File: config.mk
export PLATFORM = sky130hd
export DESIGN_NAME = pac_rights_eval
export DESIGN_NICKNAME = d
export VERILOG_FILES = /design/src/rtl/pac_pkg.sv /design/src/rtl/pac_rights_eval.sv
export SDC_FILE = /design/constraint.sdc
export NUM_CORES = 1
export LEC_CHECK = 0
export ABC_AREA = 1
export ABC_CLOCK_PERIOD_IN_PS = 800
export BUFFER_PORTS_ARGS = -buffer_cell sky130_fd_sc_hd__buf_4
export CORE_AREA = 4 4 41 43
export DETAILED_ROUTE_END_ITERATION = 10
export DIE_AREA = 0 0 45 47
export PLACE_DENSITY_LB_ADDON = 0.05
export SLEW_MARGIN = 25
export SYNTH_ARGS = -nofsm -noshare
export SYNTH_HDL_FRONTEND = slang
export SYNTH_SLANG_ARGS = --single-unit
File: constraint.sdc
create_clock -name vclk -period 0.8
set_input_delay 0.12 -clock vclk [all_inputs]
set_output_delay 0.12 -clock vclk [all_outputs]
set_load 0.1 [all_outputs]
File: src/rtl/pac_pkg.sv
package pac_pkg;
  localparam int unsigned KEY_W    = 4;
  localparam int unsigned FIELD_W  = 2;
  localparam int unsigned NUM_KEYS = 1 << KEY_W;
  localparam int unsigned KREG_W   = NUM_KEYS * FIELD_W;
  localparam int unsigned AD_BIT   = 0;
  localparam int unsigned WD_BIT   = 1;

  typedef struct packed {
    logic user;
    logic write;
    logic fetch;
    logic implicit;
  } acc_t;

  typedef struct packed {
    logic user;
    logic rw;
    logic nx;
  } rights_t;

  typedef struct packed {
    logic nx;
    logic smep;
    logic smap;
    logic wp;
    logic pku;
    logic pks;
  } ctl_t;

  typedef struct packed {
    logic allow;
    logic err_fetch;
    logic err_pkey;
  } verdict_t;
endpackage

File: src/rtl/pac_rights_eval.sv
module pac_rights_eval
  import pac_pkg::*;
(
  input  acc_t            acc_i,
  input  rights_t         rt_i,
  input  ctl_t            ctl_i,
  input  logic            ac_i,
  input  logic [FIELD_W-1:0] key_field_i,
  output logic            allow_o,
  output logic            pkey_deny_o
);
  logic pk_on, pk_ad, pk_wd;
  logic nx_deny, usr_deny, smep_deny, smap_deny, wp_deny;

  assign pk_on = ~acc_i.fetch & (rt_i.user ? ctl_i.pku : ctl_i.pks);
  assign pk_ad = key_field_i[AD_BIT];
  assign pk_wd = key_field_i[WD_BIT] & acc_i.write & (acc_i.user | ctl_i.wp);
  assign pkey_deny_o = pk_on & (pk_ad | pk_wd);

  assign nx_deny   = acc_i.fetch & rt_i.nx;
  assign usr_deny  = acc_i.user & (~rt_i.user | (acc_i.write & ~rt_i.rw));
  assign smep_deny = ~acc_i.user & rt_i.user & acc_i.fetch & ctl_i.smep;
  assign smap_deny = ~acc_i.user & rt_i.user & ~acc_i.fetch & ctl_i.smap
                   & (acc_i.implicit | ~ac_i);
  assign wp_deny   = ~acc_i.user & acc_i.write & ~rt_i.rw & ctl_i.wp;

  assign allow_o = ~(pkey_deny_o | nx_deny | usr_deny | smep_deny
                     | smap_deny | wp_deny);
endmodule

==> impl_results.md, run 1 <==
* Status: finished with violations
* Failing checks: setup timing
* Remaining antenna violation count after routing at 0
* Highest clock rate at 1026 MHz
* Routed wire length at around 450 um
* Worst slew pin tran at 121.9 ps
* Seq cells at 0
* Synth-to-Final Area Change at 178.3%
* Pre-CTS WS at -303.0 ps
* Final Net Count at 61
* Avg Cell Area, Syn at 4.427 um2
* Synth Instances at 26
* Synth Cell Area at 115.1 um2
* GPL Wtd Cong at a little under 0.7
* Critical Path Source Type: primary input
* I/O pin cnt at 18
* Fin crit share at 121.8%
* P_leak at around 0.18 nW
* Congestion Overflow GR at 0
* RSZ-0062 raised after global routing: yes
* Kind of end point of the critical path: output port
* # hold bufs at CTS at 0
* GRT Total Usage at under 10%
* Port bufs at 17
* Diodes inserted at 0
* Synth unique cells at 9
* Critical Path AT at approximately 850 ps
* First-pass GRT wire length at 627 um
* Post-synth top area share at about a fifth
* Share of cells above drive strength 1 at slightly below 60%
* Met3 Wirelength at between 50 and 60 um
* DR vias/cell at around 3.3
* Slew Limit Fails at 0
* Register area at 0 um2
* Die width at 45 um
* Kind of critical path: in2out
* Relative slew margins at 91.86%
* Highest Signal Layer: met3
* Met2 routed WL at 201 um
* Initial core utilization at 8.846%
* Largest net degree at the start of global routing at 5
* Hold_ws at slightly below 700 ps
* CP max FO at 3
* Vias at approximately 190
* Final number of hold-violating endpoints at 0
* Placed insts at 58
* Peak VDD IR at roughly 0.21 mV
* Clkbuf count at 0
* Core Area at between 1000 and 1500 um2
* # rows at 13
* Number of DRC markers in iteration 0 at 1
* First-pass detailed-route iteration total at 2
* Post-DP HPWL at about 430 um
* Final design utilization at around a quarter
* Max_cap viols at 0
* Initial antenna violation count at 0
* Synthesis Warnings at 0
* Final worst setup slack at -174.7 ps
* Final setup fails at 2
* Yosys top cell by area: inv_1
* Register area share after synthesis at 0%
* Synth top area cells: inv_1 (20%), nand2_1 (20%), nor2_1 (16%)
* Vias in the first global route at 170
* Synth Net Count at between 40 and 50
* Crit path time final at 974.7 ps
* Die area at 2115 um2
* DRT met1 WL at 194 um
* Chip height at around 47 um
* Critical Path RT at just under 700 ps
* DR WL/cell at a little under 8 um
* P per Cell Area at about 730 nW/um2
* Final Non-Filler Cells at between 50 and 60
* Drc violations at 0
* Hold Path Class: in2out
==> path summary, 6_finish.rpt <==
check                     from      end  slack, ps  depth (start not counted)
worst max-delay path  acc_i[3]  allow_o       -170                          7
worst min-delay path  ctl_i[3]  allow_o        670                          5
==> worst max-delay path, stage by stage <==
cell and delay, ps:
buf_6 100, inv_2 50, nor2_1 40, o21bai_1 140, nand2_1 100, nor2_4 130, buf_12 180
==> cells in the mapped netlist <==
cell type,instances
a21oi_1,1
o21ai_1,1
nor2_1,5
nand2_1,6
o21bai_1,2
inv_2,1
nor2_2,2
nand3_1,2
inv_1,6
==> cells by family (layout without fill, tap and decap cells) <==
kind of cell,Yosys count,count (layout),share of synthesized area [%]
compound gates,4,4,21.73
buf+inv,7,24,22.82
simple gates,15,15,55.43
==> metrics by stage <==
stage | cell area, um2 | TNS (ps) | total power, mW
after floorplan | 120.1 | -506.6 | 0.1120
after global placement | 266.5 | -493.1 | 0.1922
after detailed placement | 266.5 | -481.2 | 0.1932
after CTS | 316.6 | -347.9 | 0.2345
after global routing | 320.3 | -417.2 | 0.2484
final | 320.3 | -287.3 | 0.2339
==> power breakdown <==
part | switching (mW) | internal, mW
registers | 0 | 0
logic | 0.122 | 0.112
clock network | 0 | 0
total | 0.122 | 0.112
==> placed cells by master (no fill, tap or decap), drive strengths merged <==
cell type | netlist | routed
nand3 | 2 | 2
o21bai | 2 | 2
buf | 0 | 17
o21ai | 1 | 1
nand2 | 6 | 6
a21oi | 1 | 1
nor2 | 7 | 7
inv | 7 | 7
==> layout make-up <==
cell class                      count  area [um2]
Multi-Input combinational cell     19       107.6
Tap cell                           15       18.77
Fill cell                         156       980.9
Inverter                            7       26.28
Timing Repair Buffer               17       167.7
==> routing by layer <==
layer / up-vias / track usage (%)
met1: 70 / 4.944
li1: 112 / -
met4: 0 / 0
met5: - / 0
met3: 0 / 0.3831
met2: 10 / 6.780
==> timing repair <==
item                       in CTS  in global routing
gates cloned                    0                  0
setup endpoints to repair       2                  2
pin swaps                       8                  6
gates resized for setup        14                  2
buffers inserted                0                  0
Power figures use the tool's default switching activity.
==> run 2: changes to the inputs <==
--- a/config.mk
+++ b/config.mk
@@ -8,6 +8,8 @@
 export ABC_AREA = 1
 export ABC_CLOCK_PERIOD_IN_PS = 800
 export BUFFER_PORTS_ARGS = -buffer_cell sky130_fd_sc_hd__buf_4
+export CELL_PAD_IN_SITES_DETAIL_PLACEMENT = 0
+export CELL_PAD_IN_SITES_GLOBAL_PLACEMENT = 1
 export CORE_AREA = 4 4 41 43
 export DETAILED_ROUTE_END_ITERATION = 10
 export DIE_AREA = 0 0 45 47
==> constraint.sdc (replaced) <==
create_clock -name vclk -period 0.8
set_input_delay 0.12 -clock vclk [all_inputs]
set_output_delay 0.12 -clock vclk [all_outputs]
set_load 0.05 [all_outputs]
==> run 2 against run 1 <==
Compared with the run above: the run still ends with setup timing left; maximum frequency is 6.0% higher; critical path type unchanged; non-clock buffer count stayed put; via count is 7.3% higher; largest power group unchanged; die area stayed put; critical endpoint unchanged.
==> impl_results.md, run 2 (synthesis gave the netlist of run 1 again) <==
* Status: finished with violations
* Failing checks: setup timing
* Hold endpoint: allow_o
* Initial antenna violation count at 0
* Gr busiest metal: met1
* I/O pin cnt at 18
* Final design utilization at about a quarter
* Synth-to-Final Area Change at 175.0%
* P_leak at about 0.17 nW
* Final number of hold-violating endpoints at 0
* DR WL/cell at around 8 um
* Die area at about 2100 um2
* RSZ-0062 raised after global routing: yes
* Largest net degree at the start of global routing at 5
* Kind of end point of the critical path: output port
* Most common library cell in the layout ignoring fill and taps: buf_4
* Port bufs at 17
* Chip height at approximately 47 um
* Die width at approximately 45 um
* # rows at 13
* GPL Wtd Cong at approximately 0.66
* Hold Path Class: in2out
* Final setup fails at 2
* Depth of the worst hold-timing path at 5
* CP top delay family: simple AND/OR/NAND/NOR gates
* Pre-CTS WS at -201.5 ps
* Critical Path AT at 800 ps
* Share of cells above drive strength 1 at around 63%
* Register area at 0 um2
* GRT Total Usage at about 4.3%
* Diodes inserted at 0
* CP peak stage delay at 160 ps
* Relative slew margins at approximately nine tenths
* Vias at roughly 210
* CP max FO at 3
* Post-DP HPWL at between 400 and 500 um
* Worst Path Buf+Inv at 2
* Critical Path Source Type: primary input
* Kind of critical path: in2out
* Congestion Overflow GR at 0
* Core Area at approximately 1300 um2
* Final Net Count at between 60 and 70
* Worst slew pin tran at between 100 and 150 ps
* Placed insts at just under 60
* Most used cell, CP: nor2_4
* Total negative slack at -160.7 ps
* First-pass GRT wire length at between 700 and 800 um
* Final Non-Filler Cells at 58
* Remaining antenna violation count after routing at 0
* Drc violations at 0
* Initial core utilization at ~9%
* Clkbuf count at 0
* CP max stage cell: buf_6
* DR vias/cell at between 3 and 4
* Routed wire length at roughly 460 um
* Seq cells at 0
* Max_cap viols at 0
* Number of DRC markers in iteration 0 at 0
* Buffer count from post-CTS setup fixing at 0
* CP cell instances: buf_8, nor2_4, o21bai_1, nand2_1, nor2_4, buf_6
* Hold Crit Start: ctl_i[3]
* GR Util met1 at ~7.0%
* P per Cell Area at 594.3 nW/um2
* Met3 Use GR at less than 1%
* Vias in the first global route at 190
* GR Util met2 at about 6.5%
* Critical Path RT at between 600 and 700 ps
* Highest clock rate at 1087 MHz
* Fin crit share at 115.0%
* First-pass detailed-route iteration total at 1
* Commonest non-fill, non-tap cells in the layout: buf_4 (12), nand2_1 (5), nor2_1 (3), inv_1 (3), buf_6 (3)
* Crit path time final at approximately 920 ps
* Final worst setup slack at -119.8 ps
* Peak VDD IR at between 0.09 and 0.1 mV
* Slew Limit Fails at 0
-- run 2: how the worst max path moves through the flow --
stage	cells after the start	endpoint	startpoint	slack (ps)
after floorplan	5	allow_o	rt_i[2]	-20
after global placement	7	allow_o	rt_i[2]	-200
after detailed placement	7	allow_o	rt_i[2]	-200
after CTS	7	allow_o	acc_i[3]	-140
after global routing	7	allow_o	acc_i[3]	-190
final	6	allow_o	acc_i[3]	-120
-- run 2: report_power, final --
group	switching, mW	internal, mW
clock	0	0
combinational	0.0886	0.0995
sequential	0	0
-- run 2: area by class of cell --
cell class	instances	area, um2
Fill cell	164	984.7
Tap cell	15	18.77
Multi-Input combinational cell	19	110.1
Inverter	7	33.78
Timing Repair Buffer	17	153.9
-- run 2: worst min-delay path, delay by kind of cell --
kind	cells	cell delay, ps
buffers and inverters	2	210
AND/OR/NAND/NOR	3	200
-- run 2: through the flow --
stage               hold slack [ps]  instance area [um2]  power [mW]
floorplan                     451.2                125.1     0.07898
global placement              703.3                271.5      0.1603
detailed placement            703.7                271.5      0.1623
CTS                           663.5                307.8      0.1877
global route                  693.3                316.6      0.2044
finish                        655.8                316.6      0.1881
-- run 2: per-layer routing --
layer,wire [um],vias to the layer above
met3,53,0
met5,0,-
met2,213,11
met1,194,83
li1,-,112
met4,0,0
-- run 2: repair_timing --
item | CTS | global route
endpoints found under the setup margin | 2 | 2
hold buffers | 0 | 0
pin swaps | 7 | 0
resized for setup | 13 | 3
